**src/rtl/irq_prio_pkg.sv**
```systemverilog
// Package: shared level type and level constants for the interrupt controller.
// Assumes levels are 4 bits wide: 0..7 for user sources, 8..15 for traps.
package irq_prio_pkg;
    localparam int LVL_W = 4;
    typedef logic [LVL_W-1:0] lvl_t;
    localparam lvl_t LVL_USER_TOP = 4'd7;
    localparam logic [2:0] PRIO_RESET = 3'd4;
endpackage

```
**src/rtl/irq_src_bank.sv**
```systemverilog
// User source bank: pending flags, priority fields and the timed-mask counter.
// For each source it produces the level with which that source competes (0 = not competing).
// Assumes set and clear strobes are one cycle wide; set wins over clear in the same cycle.
module irq_src_bank
    import irq_prio_pkg::*;
#(
    parameter int N_SRC = 8,
    parameter int CNT_W = 8,
    localparam int SIDX_W = (N_SRC > 1) ? $clog2(N_SRC) : 1
) (
    input  logic                    clk,
    input  logic                    rst_n,
    input  logic [N_SRC-1:0]        src_set,
    input  logic [N_SRC-1:0]        src_clr,
    input  logic [N_SRC-1:0]        src_en,
    input  logic                    prio_wr,
    input  logic [SIDX_W-1:0]       prio_idx,
    input  logic [2:0]              prio_val,
    input  logic                    mask_load,
    input  logic [CNT_W-1:0]        mask_cycles,
    output logic [N_SRC-1:0][LVL_W-1:0] req_lvl,
    output logic                    mask_on
);
    logic [N_SRC-1:0]       pend;
    logic [N_SRC-1:0][2:0]  prio;
    logic [CNT_W-1:0]       mask_cnt;

    // Pending flags: held until software clears them.
    always_ff @(posedge clk) begin
        if (!rst_n) pend <= '0;
        else        pend <= (pend & ~src_clr) | src_set;
    end

    // Priority fields: all start at the reset value, written one at a time.
    always_ff @(posedge clk) begin
        if (!rst_n) begin
            for (int i = 0; i < N_SRC; i++) prio[i] <= PRIO_RESET;
        end else if (prio_wr) begin
            prio[prio_idx] <= prio_val;
        end
    end

    // Timed mask counter: loads on command, counts down to zero.
    always_ff @(posedge clk) begin
        if (!rst_n)             mask_cnt <= '0;
        else if (mask_load)     mask_cnt <= mask_cycles;
        else if (mask_cnt != 0) mask_cnt <= mask_cnt - 1'b1;
    end

    assign mask_on = (mask_cnt != 0);

    // Per-source competing level, gated by pending, enable and the timed mask.
    for (genvar i = 0; i < N_SRC; i++) begin : g_src
        logic live;
        assign live = pend[i] && src_en[i] && (!mask_on || prio[i] == 3'd7);
        assign req_lvl[i] = live ? {1'b0, prio[i]} : '0;
    end

    // a set flag with no clear stays set on the next edge.
    p_pend_hold_r3: assert property (@(posedge clk) disable iff (!rst_n)
        1'b1 |=> ((pend & $past(pend & ~src_clr)) == $past(pend & ~src_clr)));
endmodule

```
**src/rtl/irq_arbiter.sv**
```systemverilog
// Arbiter: picks the entry with the highest level; equal levels go to the lowest index.
// Reports a hit when that level is strictly above the current CPU level.
// Assumes a level of 0 marks an entry that is not competing.
module irq_arbiter
    import irq_prio_pkg::*;
#(
    parameter int N = 12,
    localparam int IW = (N > 1) ? $clog2(N) : 1
) (
    input  logic [N-1:0][LVL_W-1:0] lvl,
    input  lvl_t                    cur_lvl,
    output logic                    hit,
    output logic [IW-1:0]           sel,
    output lvl_t                    sel_lvl
);
    // Linear scan: replace the best entry only on a strictly higher level.
    always_comb begin
        sel_lvl = '0;
        sel     = '0;
        for (int i = 0; i < N; i++) begin
            if (lvl[i] > sel_lvl) begin
                sel_lvl = lvl[i];
                sel     = IW'(i);
            end
        end
        hit = (sel_lvl > cur_lvl);
    end
endmodule

```
**src/rtl/irq_lvl_stack.sv**
```systemverilog
// Level stack: holds the current CPU level and the levels saved by nested acceptances.
// Priority inside one cycle: software write, then pop, then push.
// Assumes pop only when not empty and push only when not full.
module irq_lvl_stack
    import irq_prio_pkg::*;
#(
    parameter int DEPTH = 16,
    localparam int AW   = (DEPTH > 1) ? $clog2(DEPTH) : 1,
    localparam int SP_W = $clog2(DEPTH + 1)
) (
    input  logic clk,
    input  logic rst_n,
    input  logic push,
    input  lvl_t push_lvl,
    input  logic pop,
    input  logic wr,
    input  lvl_t wr_lvl,
    output lvl_t cur_lvl,
    output logic empty
);
    lvl_t            mem [DEPTH];
    logic [SP_W-1:0] sp;
    logic            full;
    logic [AW-1:0]   top_idx;

    assign empty   = (sp == 0);
    assign full    = (sp == SP_W'(DEPTH));
    assign top_idx = AW'(sp - 1'b1);

    // Current level and stack pointer updates.
    always_ff @(posedge clk) begin
        if (!rst_n) begin
            cur_lvl <= '0;
            sp      <= '0;
        end else if (wr) begin
            cur_lvl <= wr_lvl;
        end else if (pop) begin
            cur_lvl <= empty ? '0 : mem[top_idx];
            if (!empty) sp <= sp - 1'b1;
        end else if (push) begin
            cur_lvl <= push_lvl;
            sp      <= sp + 1'b1;
        end
    end

    // Saved-level storage: written with the outgoing level on push.
    always_ff @(posedge clk) begin
        if (!wr && !pop && push && !full) mem[AW'(sp)] <= cur_lvl;
    end

    // an acceptance never arrives with the stack full.
    p_no_overflow_r4: assert property (@(posedge clk) disable iff (!rst_n)
        push |-> !full);
    // a pop restores the level saved on top of the stack.
    p_pop_restores_r10: assert property (@(posedge clk) disable iff (!rst_n)
        (pop && !wr && !empty) |=> (cur_lvl == $past(mem[top_idx])));
endmodule

```
**src/rtl/irq_prio_ctrl.sv**
```systemverilog
// Top: prioritized interrupt controller with user sources and unmaskable traps.
// Trap j sits at level 15-j; user source i competes at its priority field.
// Vector index is trap j -> j and user i -> N_TRAP+i.
// Assumes N_TRAP <= 8, ret_stb only while a level is saved, and lvl_val within 0..7.
module irq_prio_ctrl
    import irq_prio_pkg::*;
#(
    parameter int N_SRC     = 8,
    parameter int N_TRAP    = 4,
    parameter int STK_DEPTH = 16,
    parameter int CNT_W     = 8,
    localparam int SIDX_W = (N_SRC > 1) ? $clog2(N_SRC) : 1,
    localparam int N_ALL  = N_TRAP + N_SRC,
    localparam int VEC_W  = $clog2(N_ALL)
) (
    input  logic              clk,
    input  logic              rst_n,
    input  logic [N_SRC-1:0]  src_set,
    input  logic [N_SRC-1:0]  src_clr,
    input  logic [N_SRC-1:0]  src_en,
    input  logic              prio_wr,
    input  logic [SIDX_W-1:0] prio_idx,
    input  logic [2:0]        prio_val,
    input  logic [N_TRAP-1:0] trap_set,
    input  logic [N_TRAP-1:0] trap_clr,
    input  logic              nest_dis,
    input  logic              mask_load,
    input  logic [CNT_W-1:0]  mask_cycles,
    input  logic              lvl_wr,
    input  logic [3:0]        lvl_val,
    input  logic              ret_stb,
    output logic              take,
    output logic [VEC_W-1:0]  vec,
    output logic [3:0]        cur_lvl
);
    logic [N_SRC-1:0][LVL_W-1:0] usr_lvl;
    logic [N_ALL-1:0][LVL_W-1:0] all_lvl;
    logic [N_TRAP-1:0]           trap_pend;
    logic                        mask_on;
    logic                        hit;
    logic [VEC_W-1:0]            sel;
    lvl_t                        sel_lvl;
    lvl_t                        new_lvl;
    logic                        accept;
    logic                        stk_empty;

    irq_src_bank #(.N_SRC(N_SRC), .CNT_W(CNT_W)) u_bank (
        .clk(clk), .rst_n(rst_n),
        .src_set(src_set), .src_clr(src_clr), .src_en(src_en),
        .prio_wr(prio_wr), .prio_idx(prio_idx), .prio_val(prio_val),
        .mask_load(mask_load), .mask_cycles(mask_cycles),
        .req_lvl(usr_lvl), .mask_on(mask_on)
    );

    // Trap flags: held until cleared, never masked.
    always_ff @(posedge clk) begin
        if (!rst_n) trap_pend <= '0;
        else        trap_pend <= (trap_pend & ~trap_clr) | trap_set;
    end

    // Arbiter entries: traps first on fixed high levels, then user sources.
    for (genvar j = 0; j < N_TRAP; j++) begin : g_trap
        assign all_lvl[j] = trap_pend[j] ? LVL_W'(15 - j) : '0;
    end
    for (genvar i = 0; i < N_SRC; i++) begin : g_usr
        assign all_lvl[N_TRAP + i] = usr_lvl[i];
    end

    irq_arbiter #(.N(N_ALL)) u_arb (
        .lvl(all_lvl), .cur_lvl(cur_lvl),
        .hit(hit), .sel(sel), .sel_lvl(sel_lvl)
    );

    assign accept  = hit && !ret_stb && !lvl_wr;
    assign new_lvl = (sel >= VEC_W'(N_TRAP) && nest_dis) ? LVL_USER_TOP : sel_lvl;

    irq_lvl_stack #(.DEPTH(STK_DEPTH)) u_stk (
        .clk(clk), .rst_n(rst_n),
        .push(accept), .push_lvl(new_lvl),
        .pop(ret_stb), .wr(lvl_wr), .wr_lvl(lvl_val),
        .cur_lvl(cur_lvl), .empty(stk_empty)
    );

    // Acceptance pulse and vector register.
    always_ff @(posedge clk) begin
        if (!rst_n) begin
            take <= 1'b0;
            vec  <= '0;
        end else begin
            take <= accept;
            if (accept) vec <= sel;
        end
    end

    // every acceptance raises the CPU level.
    p_take_raises_r4: assert property (@(posedge clk) disable iff (!rst_n)
        take |-> (cur_lvl > $past(cur_lvl)));
    // no user source is taken while the level is 7 or above.
    p_lvl7_blocks_r7: assert property (@(posedge clk) disable iff (!rst_n)
        (take && vec >= VEC_W'(N_TRAP)) |-> ($past(cur_lvl) < 4'd7));
    // under the timed mask only a level-7 user source gets through.
    p_mask_lvl7_r8: assert property (@(posedge clk) disable iff (!rst_n)
        (take && vec >= VEC_W'(N_TRAP) && $past(mask_on)) |-> (cur_lvl == 4'd7));
    // with nesting disabled a user acceptance lands on level 7.
    p_nest_lvl7_r9: assert property (@(posedge clk) disable iff (!rst_n)
        (take && vec >= VEC_W'(N_TRAP) && $past(nest_dis)) |-> (cur_lvl == 4'd7));
    // a return is only issued while a level is saved.
    p_no_underflow_r10: assert property (@(posedge clk) disable iff (!rst_n)
        ret_stb |-> !stk_empty);
endmodule

```
**config.mk**
```make
export PLATFORM = sky130hd
export DESIGN_NAME = irq_prio_ctrl
export DESIGN_NICKNAME = d
export VERILOG_FILES = /design/src/rtl/irq_prio_pkg.sv /design/src/rtl/irq_src_bank.sv /design/src/rtl/irq_arbiter.sv /design/src/rtl/irq_lvl_stack.sv /design/src/rtl/irq_prio_ctrl.sv
export SDC_FILE = /design/constraint.sdc
export NUM_CORES = 1
export LEC_CHECK = 0
export ABC_AREA = 1
export BUFFER_PORTS_ARGS = -buffer_cell sky130_fd_sc_hd__buf_2
export CORE_MARGIN = 2
export CORE_UTILIZATION = 40
export DETAILED_ROUTE_END_ITERATION = 16
export GPL_TIMING_DRIVEN = 0
export SLEW_MARGIN = 20
export SYNTH_ARGS = -nofsm -noshare
export SYNTH_HDL_FRONTEND = slang
export SYNTH_SLANG_ARGS = --single-unit
```
**constraint.sdc**
```tcl
create_clock -name clk -period 22.6 [get_ports clk]
set_input_delay 0 -clock clk [delete_from_list [all_inputs] [get_ports clk]]
set_output_delay 0 -clock clk [all_outputs]
set_load 0.02 [all_outputs]
```
==> results of run 1 <==
-- cell families (layout without fill, tap and decap cells) --
| kind of cell | after synthesis | after routing | synth area share, % |
|---|---|---|---|
| DFF | 122 | 122 | 46.71 |
| and+or+nand+nor | 362 | 362 | 24.15 |
| buffers and inverters | 127 | 258 | 7.298 |
| xor gates and xnor gates | 7 | 7 | 0.9289 |
| AOI/OAI and AO/OA | 158 | 158 | 13.90 |
| adders and majority gates | 37 | 37 | 7.014 |
-- how the worst max path moves through the flow --
stage | start | end | slack (ps)
CTS | trap_pend[1] | u_stk.mem[12][2] | 10130
global placement | trap_pend[0] | u_stk.mem[12][2] | 10310
finish | trap_pend[1] | u_stk.mem[12][1] | 10230
detailed placement | trap_pend[1] | u_stk.mem[12][0] | 10210
floorplan | trap_pend[1] | u_stk.mem[4][0] | 12080
global route | trap_pend[0] | u_stk.mem[12][2] | 8720
-- worst max-delay path: cells and delay by family (launching register included) --
kind                     cells  cell delay [ps]
adder cells (fa/ha/maj)     10             2830
AO/OA/AOI/OAI               19             2490
flip-flops                   1              310
buffers and inverters       16             1630
AND/OR/NAND/NOR             34             4740
-- power breakdown --
part	internal [mW]	switching [mW]
Combinational	0.0698	0.125
Sequential	0.247	0.0129
Clock	0.153	0.106
Total	0.470	0.244
-- sequential cells by signal, indices dropped and copies added (netlist names) --
signal           count
u_bank.pend          8
u_stk.sp             5
vec                  4
u_bank.mask_cnt      8
u_stk.mem           64
u_stk.cur_lvl        4
trap_pend            4
u_bank.prio         24
take                 1
-- Yosys cell counts (all sizes together) --
library cell,number
a21oi,72
a221oi,7
a22oi,6
a311oi,1
a31oi,8
a32o,2
and2,5
buf,4
clkbuf,18
clkinv,2
dfxtp,58
edfxtp,64
ha,37
inv,103
nand2,171
nand3,63
nand3b,1
nand4,2
nor2,107
nor3,12
o211ai,7
o21ai,46
o21bai,2
o221ai,2
o22ai,2
o311ai,2
o31ai,1
or2,1
xnor2,3
xor2,4
-- cell type report --
type	count	area, um2	share of cell area (%)
Multi-Input combinational cell	564	3035	37.39
Clock buffer	17	425.4	5.240
Buffer	22	86.33	1.063
Inverter	105	395.4	4.870
Timing Repair Buffer	99	685.7	8.445
Clock inverter	15	137.6	1.695
Tap cell	216	270.3	3.329
Sequential cell	122	3083	37.97
-- metal layers --
metal / vias up / routed length, um
met5: - / 0
met3: 22 / 1178
li1: 2975 / -
met2: 196 / 7811
met4: 0 / 264
met1: 2650 / 7846
-- through the flow --
stage | hold slack [ps] | total power [mW] | setup slack [ps]
after floorplan | 117.4 | 0.3942 | 12080
after global placement | 202.3 | 0.4495 | 10310
after detailed placement | 210.2 | 0.4508 | 10210
after CTS | 0.4647 | 0.7159 | 10130
after global routing | 25.13 | 0.7545 | 8716
final | -7.833 | 0.7137 | 10230
==> impl_metrics.ini, run 1 <==
[global_route]
aggregate_global_routing_overflow = 0
number_of_global_route_vias_before_repair = 5660
grt_antenna_before_repair = 0
use_met1_pct = 26.85
top_usage_layer = met2
grtUsageTotal_pct = 20.13
pin_count_of_the_biggest_net_entering_global_routing = 20
grt_first_pass_wirelength_um = 27950
met3_usage_pct = 4.483
use_met2_pct = 32.93

[timing]
final.hold.worst_slack_ps = -7.833
top_achievable_clock_speed_mhz = 80.84
rsz_0062_raised_after_global_routing = no
period_share_pct = 54.73
finalHoldViolCount = 4
worst_slew_pin_slew_ps = 830.2
post-route-min-period_ps = 12370
slew_viol_final = 0
fin_tns_setup_ps = 0
timing.max_slew.rel_slack_pct = 44.58
final-setup-viol-count = 0
clock_skew_ps = 7.247

[placed_design]
finalWeightedCongestion = 0.8533
io_buffers = 61
placed_cells = 1090
placedInstanceArea_um2 = 7176
hpwlAfterDp_um = 12280

[power]
ir_drop_v = 0.00006111
powerDensity_nw_per_um2 = 87.90
power.static_leakage_nw = 3.603

[cts]
clkTransAtPathRegs_ps = 60
cts.sink_count = 122
clock_path_buffers = 2
tritoncts.num_buffers = 17
cts-htree-levels = 4
postCtsSetupBuffers = 0
cts_hold_buffers = 38
cts_tree = built
clk_latency_ps = 410
ctsResizeCount = 0
master_cell_of_the_clock_root_buffer = clkbuf_16

[synthesis]
synth_cell_types = 39
synthCells = 813
synth_top_cell_by_area = edfxtp_1
synth.cell_area_um2 = 6600
synth_top_cells_by_area = edfxtp_1, dfxtp_1, nand2_1
seq_area_frac_synth_pct = 46.71
synthesis.area_per_instance_um2 = 8.118
yosys_register_bits = 122
yosys.area.top_type_share_pct = 29.12
syn_nets = 907
synth_warnings = 0

[outcome]
violations = negative hold slack
outcome = finished, violations left

[floorplan]
die_area_um2 = 17540
width_of_the_chip_um = 132.5
initial_core_util_pct = 41.25
core_area_um2 = 16000
num_io_pins = 66
number_of_core_rows = 46
dieHeight_um = 132.5

[worst_setup_path]
path_max_fanout = 10
crit_top_cell = inv_1
r2r-start = trap_pend[1]
critical_path.endpoint_type = register
worst_path_largest_cell_delay_ps = 570
required_time_at_the_worst_slack_endpoint_ps = 22650
startpoint_type = register
worst_path_arrival_time_ps = 12420
reg2reg_setup_slack_ps = 10230
crit_path_max_delay_cell_type = nor3_1
r2r-end = u_stk.mem[12][1]
timing.setup.critical_path_class = reg -> reg
reg2regPathDepth = 79

[min_path]
min_from = mask_load
hold_path_end = u_bank.mask_cnt[5]
hold-path-cell-count = 3
min_path_type = in -> reg

[layout]
post-route-cell-area_um2 = 8119
layout.filler_cells = 1596
final_util_pct = 50.74
layout.cells.most_common = nand2_1
final_cell_count_no_fill = 1160
area_growth_pct = 23.01
antenna_cells_inserted = 0
drive_gt1_share_pct = 14.41
most-common-layout-cells = nand2_1, inv_1, nor2_1, a21oi_1
fin_nets = 1025

[routing]
detail_route.vias_per_cell = 5.037
detail_route.iter0.violations = 455
drt_first_pass_iters = 5
vias = 5843
drc_errors = 0
antenna_violating_nets_post_route = 0
postRouteWirelength_um = 17100
wire_per_inst_um = 14.74

[run]
timing.max_cap.violations = 0
Note: power is estimated with default switching activity, not from simulation.
==> run 2, diff against run 1 <==
- clock period: 22.6 -> 12.6 ns (I/O delays scaled with it)
==> impl_metrics.ini, run 2 (same netlist as run 1, synthesis figures left out) <==
[min_path]
hold_path_end = u_stk.sp[3]
hold-path-cell-count = 3
min_path_type = in -> reg
min_from = rst_n

[layout]
largest_register_ff_count = 64
reg.largest.list = u_stk.mem x64, u_bank.prio x24
fin_nets = 1032
final_util_pct = 52.15
area_growth_pct = 26.43
layout.cells.most_common = nand2_1
post-route-cell-area_um2 = 8344
most-common-layout-cells = nand2_1, inv_1, nor2_1, a21oi_1
antenna_cells_inserted = 0
drive_gt1_share_pct = 18.09
top_register = u_stk.mem

[floorplan]
die_area_um2 = 17540
initial_core_util_pct = 41.25
width_of_the_chip_um = 132.5
number_of_core_rows = 46
dieHeight_um = 132.5
core_area_um2 = 16000
num_io_pins = 66

[routing]
antenna_violating_nets_post_route = 0
drc_errors = 0
detail_route.vias_per_cell = 5.058
detail_route.iter0.violations = 426
vias = 5903
drt_first_pass_iters = 5
postRouteWirelength_um = 17390
wire_per_inst_um = 14.90

[power]
power.static_leakage_nw = 3.659
p_total_mw = 1.302
powerDensity_nw_per_um2 = 156.0
ir_drop_v = 0.0001123

[cts]
clk_latency_ps = 420
tritoncts.num_buffers = 17
cts.sink_count = 122
cts_tree = built
master_cell_of_the_clock_root_buffer = clkbuf_16
clkTransAtPathRegs_ps = 60
clock_path_buffers = 2
cts-htree-levels = 4

[worst_setup_path]
timing.setup.critical_path_class = reg -> reg
worst_path_largest_cell_delay_ps = 320
r2r-start = trap_pend[1]
startpoint_type = register
crit_path_max_delay_cell_type = nor3_4
path_max_fanout = 6
crit_top_cell = inv_1
required_time_at_the_worst_slack_endpoint_ps = 12700
critical_path.endpoint_type = register
r2r-end = u_stk.mem[12][2]
worst_path_arrival_time_ps = 11560
reg2regPathDepth = 80
reg2reg_setup_slack_ps = 1140

[global_route]
top_usage_layer = met2
grt_antenna_before_repair = 0
use_met2_pct = 32.93
use_met1_pct = 26.85
aggregate_global_routing_overflow = 0
number_of_global_route_vias_before_repair = 5660
grtUsageTotal_pct = 20.13
grt_first_pass_wirelength_um = 27950
met3_usage_pct = 4.483
pin_count_of_the_biggest_net_entering_global_routing = 20

[placed_design]
hpwlAfterDp_um = 12280
placedInstanceArea_um2 = 7176
setup_ws_pre_cts_ps = 210.0
io_buffers = 61
finalWeightedCongestion = 0.8533

[timing]
final.hold.worst_slack_ps = -5.681
post-route-min-period_ps = 11460
final-setup-viol-count = 0
top_achievable_clock_speed_mhz = 87.23
slew_viol_final = 0
worst_slew_pin_slew_ps = 786.3
timing.max_slew.rel_slack_pct = 47.51
finalHoldViolCount = 2
final_critical_path_setup_slack_ps = 1136
period_share_pct = 90.98
clock_skew_ps = 8.731

[outcome]
outcome = finished, violations left
violations = negative hold slack

[run]
timing.max_cap.violations = 0
run 2: cell count changes in the layout (fill, tap and decap cells not counted), sizes merged:
cell / before / now
buf: 65 / 72
run 2: what timing repair did:
item	4_1_cts	5_1_grt
hold buffers	38	0
setup buffers	0	7
endpoints found under the hold margin	27	0
resized for setup	0	44
endpoints found under the setup margin	0	78
run 2: routing by layer:
| metal | part of all wire (%) | vias up |
|---|---|---|
| met5 | 0 | - |
| met4 | 1.5 | 0 |
| met3 | 5.2 | 24 |
| met2 | 46 | 166 |
| met1 | 47 | 2725 |
| li1 | - | 2988 |
run 2: worst max-delay path by stage:
stage	depth (start not counted)	to	slack, ps	start
6_report	80	u_stk.mem[12][2]	1140	trap_pend[1]
5_1_grt	80	u_stk.mem[12][1]	-60	trap_pend[0]
4_1_cts	79	u_stk.mem[12][2]	130	trap_pend[1]
3_5_place_dp	79	u_stk.mem[12][0]	210	trap_pend[1]
3_3_place_gp	79	u_stk.mem[12][2]	310	trap_pend[0]
2_1_floorplan	79	u_stk.mem[4][0]	2080	trap_pend[1]
run 2: power by group:
part	switching [mW]	leakage, nW	internal [mW]
Combinational	0.239	2.33	0.131
Sequential	0.0235	1.06	0.444
Clock	0.191	0.269	0.274
Total	0.453	3.66	0.849
run 2: worst max-delay path, delay by kind of cell, from the launching register on:
| family | cells | cell delay [ps] |
|---|---|---|
| AOI/OAI and AO/OA | 17 | 2440 |
| DFF | 1 | 310 |
| buffers and inverters | 17 | 1480 |
| adders and majority gates | 10 | 2680 |
| and+or+nand+nor | 36 | 4240 |
run 2: stage by stage:
stage / hold slack (ps) / TNS (ps) / std cells
2_1_floorplan: 117.4 / 0 / 813
3_3_place_gp: 202.3 / 0 / 1090
3_5_place_dp: 210.2 / 0 / 1090
4_1_cts: 0.4647 / 0 / 1160
5_1_grt: 25.13 / -442.4 / 1167
6_report: -5.681 / 0 / 1167
run 2: layout make-up:
cell class	count	area (um2)
fillers	1591	7656
multi-input cells	564	3208
flip-flops and latches	122	3083
repair buffers	106	738.2
clock buffers	17	425.4
inverters	105	395.4
well taps	216	270.3
clock inverters	15	137.6
plain buffers	22	86.33
==> run 3, diff against run 2 <==
- CORE_UTILIZATION: 40 -> 60
- PLACE_DENSITY: not set -> 0.81
==> impl_metrics.ini, run 3 (same netlist as run 1, synthesis figures left out) <==
[layout]
layout.filler_cells = 702
largest_register_ff_count = 64
multiInputGateArea_um2 = 3088
layout.cells.most_common = nand2_1
reg.largest.list = u_stk.mem x64, u_bank.prio x24
post-route-cell-area_um2 = 8339
antenna_cells_inserted = 0
most-common-layout-cells = nand2_1, nor2_1, inv_1, a21oi_1
area_growth_pct = 26.35
fin_nets = 1054
drive_gt1_share_pct = 15.64
ff_latch_area_um2 = 3083
top_register = u_stk.mem

[timing]
slew_viol_final = 0
final-setup-viol-count = 0
timing.max_slew.rel_slack_pct = 47.15
final.hold.worst_slack_ps = 87.14
post-route-min-period_ps = 11650
top_achievable_clock_speed_mhz = 85.83
worst_slew_pin_slew_ps = 791.6
clock_skew_ps = 7.770
final_critical_path_setup_slack_ps = 949.2
finalHoldViolCount = 0
fin_tns_setup_ps = 0
period_share_pct = 92.47

[run]
timing.max_cap.violations = 0

[routing]
detail_route.iter0.violations = 526
postRouteWirelength_um = 18150
drt_first_pass_iters = 8
drc_errors = 0
antenna_violating_nets_post_route = 0
wire_per_inst_um = 16.32
vias = 6381
detail_route.vias_per_cell = 5.738

[floorplan]
width_of_the_chip_um = 108.9
number_of_core_rows = 38
dieHeight_um = 108.9
core_area_um2 = 10790
initial_core_util_pct = 61.15
num_io_pins = 66
die_area_um2 = 11850

[cts]
cts.sink_count = 122
clk_latency_ps = 520
cts_tree = built
clock_path_buffers = 2
master_cell_of_the_clock_root_buffer = clkbuf_8
tritoncts.num_buffers = 17
clkTransAtPathRegs_ps = 60
cts-htree-levels = 4

[worst_setup_path]
crit_path_max_delay_cell_type = nor2_1
worst_path_arrival_time_ps = 11810
startpoint_type = register
required_time_at_the_worst_slack_endpoint_ps = 12760
critical_path.endpoint_type = register
timing.setup.critical_path_class = reg -> reg
worst_path_largest_cell_delay_ps = 420
path_max_fanout = 6

[placed_design]
finalWeightedCongestion = 0.9696
setup_ws_pre_cts_ps = 434.9
io_buffers = 61
placedInstanceArea_um2 = 7081
hpwlAfterDp_um = 12290

[global_route]
grtUsageTotal_pct = 31.93
pin_count_of_the_biggest_net_entering_global_routing = 20
grt_first_pass_wirelength_um = 28940
grt_antenna_before_repair = 0
aggregate_global_routing_overflow = 0
number_of_global_route_vias_before_repair = 6295

[power]
ir_drop_v = 0.00009002
power.static_leakage_nw = 3.730
powerDensity_nw_per_um2 = 155.2

[min_path]
min_path_type = in -> reg

[outcome]
outcome = completed
-- run 3: cell count changes in the layout (fill, tap and decap cells not counted), moves of 2 or more --
| cell | change |
|---|---|
| nor2_2 | -2 |
| o21ai_1 | +2 |
| nor3_2 | +3 |
| nor2_4 | -10 |
| o21ai_0 | -2 |
| clkinv_1 | +2 |
| nor3_4 | -3 |
| inv_6 | -6 |
| nor2_1 | +12 |
| dlygate4sd3_1 | +24 |
| buf_4 | -2 |
-- run 3: area by class of cell --
type                    instances  area share, %
clock inverters                13          1.560
multi-input cells             564          37.03
repair buffers                128          11.55
well taps                     140          2.101
clock buffers                  18          5.011
inverters                     105          4.741
plain buffers                  22          1.035
flip-flops and latches        122          36.97
-- run 3: stage by stage --
step	power (mW)	cells	util [%]
after floorplan	0.7070	813	-
after global placement	0.7882	1014	65.60
after detailed placement	0.8056	1014	65.60
after CTS	1.273	1108	76.52
after global routing	1.351	1112	77.27
final	1.294	1112	77.27
-- run 3: critical path, delay by kind of cell (launching register included) --
| kind | cells | cell delay (ps) |
|---|---|---|
| simple gates | 35 | 4280 |
| flops | 1 | 320 |
| buf+inv | 16 | 1260 |
| compound gates | 19 | 2720 |
| fa+ha+maj | 10 | 2720 |
-- run 3: what timing repair did --
action,in CTS,in global routing
endpoints found under the hold margin,50,0
endpoints found under the setup margin,0,77
buffers inserted,0,5
resized for setup,0,18
hold buffers,63,0
-- run 3: path summary, 6_finish.rpt --
check | depth (start not counted) | to | slack [ps] | from
setup reg to reg | 80 | u_stk.mem[5][2] | 950 | trap_pend[1]
setup / recovery | 80 | u_stk.mem[5][2] | 950 | trap_pend[1]
hold / removal | 5 | u_stk.cur_lvl[1] | 90 | nest_dis
hold reg to reg | 2 | vec[0] | 470 | vec[0]
-- run 3: metal layers --
metal / GRT usage (%) / share of wire (%) / vias up
met4: 16.76 / 3.8 / 0
met1: 35.49 / 37 / 2923
met3: 6.874 / 7.6 / 75
met2: 56.97 / 51 / 350
met5: 0 / 0 / -
li1: - / - / 3033
-- run 3: where the power goes --
group	total (mW)	leakage (nW)	switching (mW)	internal, mW
Sequential	0.466	1.06	0.0223	0.444
Clock	0.451	0.259	0.173	0.278
Combinational	0.377	2.41	0.241	0.137
